$ cat src/rtl/kbdscan_pkg.sv
package kbdscan_pkg;
  localparam int CODE_W = 8;
  typedef logic [CODE_W-1:0] keyCode_t;

  // one key position looked at by the datapath this cycle
  typedef struct packed {
    logic     visit;
    logic     pressed;
    keyCode_t key;
  } scanTap_t;

  // strobes from control to datapath
  typedef struct packed {
    logic     report;
    keyCode_t key;
  } ctrlCmd_t;
endpackage

$ cat src/rtl/kbdscan_datapath.sv
module kbdscan_datapath
  import kbdscan_pkg::*;
#(
  parameter int ROWS  = 4,
  parameter int COLS  = 4,
  parameter int ROW_W = 2,
  parameter int COL_W = 2
) (
  input  logic            clk,
  input  logic            rst,
  input  logic [COLS-1:0] colN,
  input  logic            clrFlag,
  input  ctrlCmd_t        cmd,
  output logic [ROWS-1:0] rowN,
  output scanTap_t        tap,
  output keyCode_t        keyCode,
  output logic            keyStrobe,
  output logic            keyFlag
);
  localparam logic [ROW_W-1:0] ROW_LAST = ROW_W'(ROWS - 1);
  localparam logic [COL_W-1:0] COL_LAST = COL_W'(COLS - 1);
  localparam logic [1:0]       SETTLE   = 2'd2;

  logic [ROW_W-1:0] rowIdx;
  logic [COL_W-1:0] colIdx;
  logic [1:0]       settleCnt;
  logic [COLS-1:0]  colSync;
  logic             visiting;

  assign visiting = (settleCnt == SETTLE);

  // scan sequencer: two settle cycles, then one cycle per column
  always_ff @(posedge clk) begin
    if (rst) begin
      rowIdx    <= '0;
      colIdx    <= '0;
      settleCnt <= '0;
    end else if (!visiting) begin
      settleCnt <= settleCnt + 2'd1;
    end else if (colIdx == COL_LAST) begin
      colIdx    <= '0;
      settleCnt <= '0;
      rowIdx    <= (rowIdx == ROW_LAST) ? '0 : rowIdx + ROW_W'(1);
    end else begin
      colIdx <= colIdx + COL_W'(1);
    end
  end

  for (genvar r = 0; r < ROWS; r++) begin : g_rowDrive
    assign rowN[r] = (rowIdx != ROW_W'(r));
  end

  for (genvar c = 0; c < COLS; c++) begin : g_colSync
    logic stage1, stage2;
    always_ff @(posedge clk) begin
      if (rst) begin
        stage1 <= 1'b1;
        stage2 <= 1'b1;
      end else begin
        stage1 <= colN[c];
        stage2 <= stage1;
      end
    end
    assign colSync[c] = stage2;
  end

  assign tap.visit   = visiting;
  assign tap.pressed = ~colSync[colIdx];
  assign tap.key     = keyCode_t'({rowIdx, colIdx});

  // output register, strobe and sticky flag
  always_ff @(posedge clk) begin
    if (rst) begin
      keyCode   <= '0;
      keyStrobe <= 1'b0;
      keyFlag   <= 1'b0;
    end else begin
      keyStrobe <= cmd.report;
      if (cmd.report) begin
        keyCode <= cmd.key;
        keyFlag <= 1'b1;
      end else if (clrFlag) begin
        keyFlag <= 1'b0;
      end
    end
  end
endmodule

$ cat src/rtl/kbdscan_control.sv
module kbdscan_control
  import kbdscan_pkg::*;
#(
  parameter int DEBOUNCE = 500000,
  parameter int KEY_W    = 4,
  parameter int NKEYS    = 16,
  parameter int CNT_W    = 5,
  parameter int TMR_W    = 19
) (
  input  logic             clk,
  input  logic             rst,
  input  scanTap_t         tap,
  output ctrlCmd_t         cmd,
  output logic [CNT_W-1:0] trackCnt
);
  localparam int NSLOT = 2;

  logic [NKEYS-1:0] held;
  logic [NSLOT-1:0] slotValid;
  keyCode_t         slotKey [NSLOT];
  logic [TMR_W-1:0] slotTmr [NSLOT];
  logic             oldSlot;
  logic             justReported;

  logic [NSLOT-1:0] hit;
  logic             anyHit, hitSlot, hitDone;
  logic             report, freeSlot, alloc, allocSlot;
  logic [KEY_W-1:0] keyIdx;
  logic [CNT_W-1:0] heldCnt, tracked;

  function automatic logic [CNT_W-1:0] countSet(input logic [NKEYS-1:0] v);
    logic [CNT_W-1:0] n;
    n = '0;
    for (int i = 0; i < NKEYS; i++) n = n + CNT_W'(v[i]);
    return n;
  endfunction

  assign keyIdx  = tap.key[KEY_W-1:0];
  assign heldCnt = countSet(held);
  assign tracked = heldCnt + CNT_W'(slotValid[0]) + CNT_W'(slotValid[1]);
  assign trackCnt = tracked;

  for (genvar s = 0; s < NSLOT; s++) begin : g_hit
    assign hit[s] = tap.visit && slotValid[s] && (slotKey[s] == tap.key);
  end

  assign anyHit  = |hit;
  assign hitSlot = hit[1];
  assign hitDone = (slotTmr[hitSlot] == '0);

  always_comb begin
    report    = 1'b0;
    freeSlot  = 1'b0;
    alloc     = 1'b0;
    allocSlot = slotValid[0];
    if (anyHit && hitDone) begin
      if (!tap.pressed) begin
        freeSlot = 1'b1;
      end else if (!justReported &&
                   (!slotValid[~hitSlot] || (oldSlot == hitSlot))) begin
        report   = 1'b1;
        freeSlot = 1'b1;
      end
    end
    if (tap.visit && !anyHit && tap.pressed && !held[keyIdx] &&
        (tracked < CNT_W'(NSLOT)))
      alloc = 1'b1;
  end

  assign cmd.report = report;
  assign cmd.key    = tap.key;

  always_ff @(posedge clk) begin
    if (rst) begin
      held         <= '0;
      slotValid    <= '0;
      oldSlot      <= 1'b0;
      justReported <= 1'b0;
      for (int s = 0; s < NSLOT; s++) begin
        slotKey[s] <= '0;
        slotTmr[s] <= '0;
      end
    end else begin
      justReported <= report;
      if (tap.visit) begin
        if (report)            held[keyIdx] <= 1'b1;
        else if (!tap.pressed) held[keyIdx] <= 1'b0;
      end
      for (int s = 0; s < NSLOT; s++) begin
        if (slotValid[s] && (slotTmr[s] != '0))
          slotTmr[s] <= slotTmr[s] - TMR_W'(1);
      end
      if (freeSlot) begin
        slotValid[hitSlot] <= 1'b0;
        oldSlot            <= ~hitSlot;
      end
      if (alloc) begin
        slotValid[allocSlot] <= 1'b1;
        slotKey[allocSlot]   <= tap.key;
        slotTmr[allocSlot]   <= TMR_W'(DEBOUNCE);
        oldSlot              <= slotValid[~allocSlot] ? ~allocSlot : allocSlot;
      end
    end
  end
endmodule

$ cat src/rtl/kbd_matrix_scanner.sv
module kbd_matrix_scanner
  import kbdscan_pkg::*;
#(
  parameter int ROWS     = 4,
  parameter int COLS     = 4,
  parameter int DEBOUNCE = 500000
) (
  input  logic                clk,
  input  logic                rst,
  input  logic [COLS-1:0]     colN,
  input  logic                clrFlag,
  output logic [ROWS-1:0]     rowN,
  output logic [CODE_W-1:0]   keyCode,
  output logic                keyStrobe,
  output logic                keyFlag
);
  localparam int ROW_W = $clog2(ROWS);
  localparam int COL_W = $clog2(COLS);
  localparam int KEY_W = ROW_W + COL_W;
  localparam int NKEYS = 1 << KEY_W;
  localparam int CNT_W = $clog2(NKEYS + 3);
  localparam int TMR_W = $clog2(DEBOUNCE + 1);

  scanTap_t         tap;
  ctrlCmd_t         cmd;
  logic [CNT_W-1:0] trackCnt;

  kbdscan_datapath #(
    .ROWS(ROWS), .COLS(COLS), .ROW_W(ROW_W), .COL_W(COL_W)
  ) dpath (
    .clk(clk), .rst(rst), .colN(colN), .clrFlag(clrFlag), .cmd(cmd),
    .rowN(rowN), .tap(tap), .keyCode(keyCode), .keyStrobe(keyStrobe),
    .keyFlag(keyFlag)
  );

  kbdscan_control #(
    .DEBOUNCE(DEBOUNCE), .KEY_W(KEY_W), .NKEYS(NKEYS), .CNT_W(CNT_W),
    .TMR_W(TMR_W)
  ) ctrl (
    .clk(clk), .rst(rst), .tap(tap), .cmd(cmd), .trackCnt(trackCnt)
  );
endmodule

$ cat config.mk
export PLATFORM = sky130hd
export DESIGN_NAME = kbd_matrix_scanner
export DESIGN_NICKNAME = d
export VERILOG_FILES = /design/src/rtl/kbdscan_pkg.sv /design/src/rtl/kbdscan_datapath.sv /design/src/rtl/kbdscan_control.sv /design/src/rtl/kbd_matrix_scanner.sv
export SDC_FILE = /design/constraint.sdc
export NUM_CORES = 1
export LEC_CHECK = 0
export BUFFER_PORTS_ARGS = -buffer_cell sky130_fd_sc_hd__buf_2
export CAP_MARGIN = 10
export CORE_ASPECT_RATIO = 0.6
export CORE_UTILIZATION = 43
export CTS_CLUSTER_SIZE = 25
export DETAILED_ROUTE_END_ITERATION = 10
export GPL_TIMING_DRIVEN = 0
export PLACE_DENSITY = 0.7
export RECOVER_POWER = 100
export SYNTH_ARGS = -nofsm -noshare
export SYNTH_HDL_FRONTEND = slang
export SYNTH_SLANG_ARGS = --single-unit
$ cat constraint.sdc
create_clock -name clk -period 8.1 [get_ports clk]
set_input_delay 2.025 -clock clk [delete_from_list [all_inputs] [get_ports clk]]
set_output_delay 2.025 -clock clk [all_outputs]
set_load 0.005 [all_outputs]
==> metrics.txt <==
Overflow after GRT 0; H-tree levels 3; detailed placer's ending HPWL 8280 µm; Min-Delay Path Class register to register; Worst EP arrival 5.57 ns; NumNets Final 550; vias in the first global route between 3000 and 4000; final hold slack 0.408 ns; combinational power share between 6 and 7%; switching pwr just over 200 µW; DRC errors left 0; num rows 28; clock tree sinks between 80 and 90; final hold vios 0; Layout area overhead 11.6%; Finished Cell Area 5060 µm²; Post-synth EDFFs 8; TNS Setup 0 ns; CTS resizes 0; Leak Pwr about 1.9 nW; Setup Buffers After CTS 0; CP Capture Type register; CP Max Fanout 13; ys flop type dfxtp_1; top cell type's share of synthesized area 34.0%; diode count 0; clock slew at reported path FFs around 0.060 ns; min cycle time layout about 5.6 ns; DRT Pass-1 Iters 5; Clk Latency, worst-skew pair between 0.3 and 0.4 ns; global-route wire length before repair 18300 µm; routed len/inst roughly 17 µm; total power divided by cell area 180 nW/µm²; layout cells sized above 1 a little under an eighth; non-filler cells, final between 600 and 700; vias per cell around 5.7; Placed Area between 4000 and 5000 µm²; FMAX 0.179 GHz; core footprint approximately 10000 µm²; CTS Hold Bufs 0; register area approximately 1800 µm²; RSZ-0062 raised after global routing false; Ports 21; clock skew 0.00676 ns; count leader, synth dfxtp_1; TritonCTS clock tree yes; Final Slew Violations 0; status completed; Synth area leaders dfxtp_1 (34%), xnor2_1 (6.6%), edfxtp_1 (5.3%); setup violators final 0; biggest area consumer among synthesized cells dfxtp_1; # port buffers 15; crit path launch type register; Placer Congestion 0.896; Switching Share 22.2%; Core Util, Final between 50 and 60%; Vias between 3000 and 4000; initial antenna violation count 0; Synth cell types 56; area of the multi-input gates roughly 2500 µm²; Inserted Clock Buffers 9; Slew HR a little over a third; pre-CTS setup slack 2.83 ns; Yosys warning count 0; max_cap viols 0; Post-DRT Antenna Nets 0; Starting Density between 40% and 50%; Layout fillers a little over 900; final period utilization between 60% and 70%; Clock Tree Root clkbuf_16; final wirelength 11100 µm; Final WS setup 2.51 ns; flops & latches, synth 85; Clock power frac a little under half; VDD IR-drop max about 0.00012 V; Worst Path Required 8.08 ns; pin count of the biggest net entering global routing 15; Post-synth top cells dfxtp_1 (77), nor2_1 (53), inv_1 (38); Async SR Flop Fraction 0%; Mapped Cells between 400 and 500; Tot Pwr 912 µW; DIE WIDTH 135 µm; Longest Clk Path Bufs 2; register area share after synthesis roughly two fifths; dpl cells about 640; Slew @ Worst Pin about 0.95 ns; Die Area 11000 µm²; initial DRC count between 200 and 300; Internal Power roughly 710 µW; Overall Global Routing Usage roughly 22%; register share of total power 47.8%; area of the mapped netlist roughly 4500 µm²; type of the worst setup path register to register; syn avg cell area roughly 9.4 µm²; Die Y a little over 80 µm
## per-layer routing
| metal | GRT usage [%] | vias up | part of all wire, % |
|---|---|---|---|
| li1 | - | 1783 | - |
| met1 | 31.4 | 1803 | 49 |
| met2 | 32.1 | 150 | 42 |
| met3 | 6.73 | 10 | 8.8 |
| met4 | 6.52 | 0 | 0.91 |
| met5 | 0 | - | 0 |
## layout by cell type (no fill, tap or decap), types with 7 or more instances in the layout
cell / n
inv_1: 38
ha_1: 18
a211oi_1: 10
and3_1: 8
buf_2: 17
clkbuf_16: 10
a21oi_1: 29
nor3_1: 24
a221oi_1: 10
or2_2: 10
dfxtp_1: 77
nand4_1: 20
or4_1: 9
nor2_1: 53
fa_1: 11
edfxtp_1: 8
xnor2_1: 34
a41oi_1: 7
xor2_1: 8
clkbuf_1: 27
nand2_1: 11
## logic make-up (layout without fill, tap and decap cells)
kind of cell / Yosys count / after routing / synth area share, %
adder cells (fa/ha/maj): 29 / 29 / 9.82
AO/OA/AOI/OAI: 79 / 79 / 12.4
XOR/XNOR: 42 / 42 / 8.11
multiplexers: 8 / 8 / 3.17
AND/OR/NAND/NOR: 173 / 173 / 20.8
other: 1 / 4 / 0.0827
buffers and inverters: 68 / 99 / 6.43
flip-flops: 85 / 85 / 39.3
## final timing paths
| check | from | to | slack, ns | depth (start not counted) |
|---|---|---|---|---|
| worst max-delay path | ctrl.slotValid[0] | ctrl.slotKey[0][1] | 2.51 | 16 |
| worst min-delay path | dpath.g_colSync[1].stage1 | dpath.g_colSync[1].stage2 | 0.41 | 1 |
| worst max register to register | ctrl.slotValid[0] | ctrl.slotKey[0][1] | 2.51 | 16 |
| worst min register to register | dpath.g_colSync[1].stage1 | dpath.g_colSync[1].stage2 | 0.41 | 1 |
## final cells by class
type,instances,share of cell area (%)
Inverter,38,2.82
Multi-Input combinational cell,335,48.6
Clock inverter,3,0.865
Tap cell,135,3.34
Timing Repair Buffer,15,1.46
Buffer,30,2.60
Sequential cell,85,35.2
Clock buffer,13,5.17
## worst max-delay path: stages, from the launching register on
cell	delay, ns
dfxtp_1	0.31
clkbuf_1	0.32
inv_1	0.25
fa_1	0.61
fa_1	0.44
fa_1	0.49
fa_1	0.49
inv_1	0.04
ha_1	0.27
a21oi_1	0.10
fa_1	0.42
nor2_1	0.12
o211ai_1	0.16
a21oi_1	0.23
nand4_1	0.23
nand2_1	0.22
clkbuf_1	0.52
## power by group through the flow
stage / Combinational [mW] / Sequential (mW) / Clock [mW]
floorplan: 0.0413 / 0.444 / 0
global placement: 0.0539 / 0.444 / 0
detailed placement: 0.0556 / 0.445 / 0
CTS: 0.0561 / 0.436 / 0.425
global route: 0.0614 / 0.436 / 0.445
finish: 0.0559 / 0.436 / 0.421
Power figures use the tool's default switching activity.
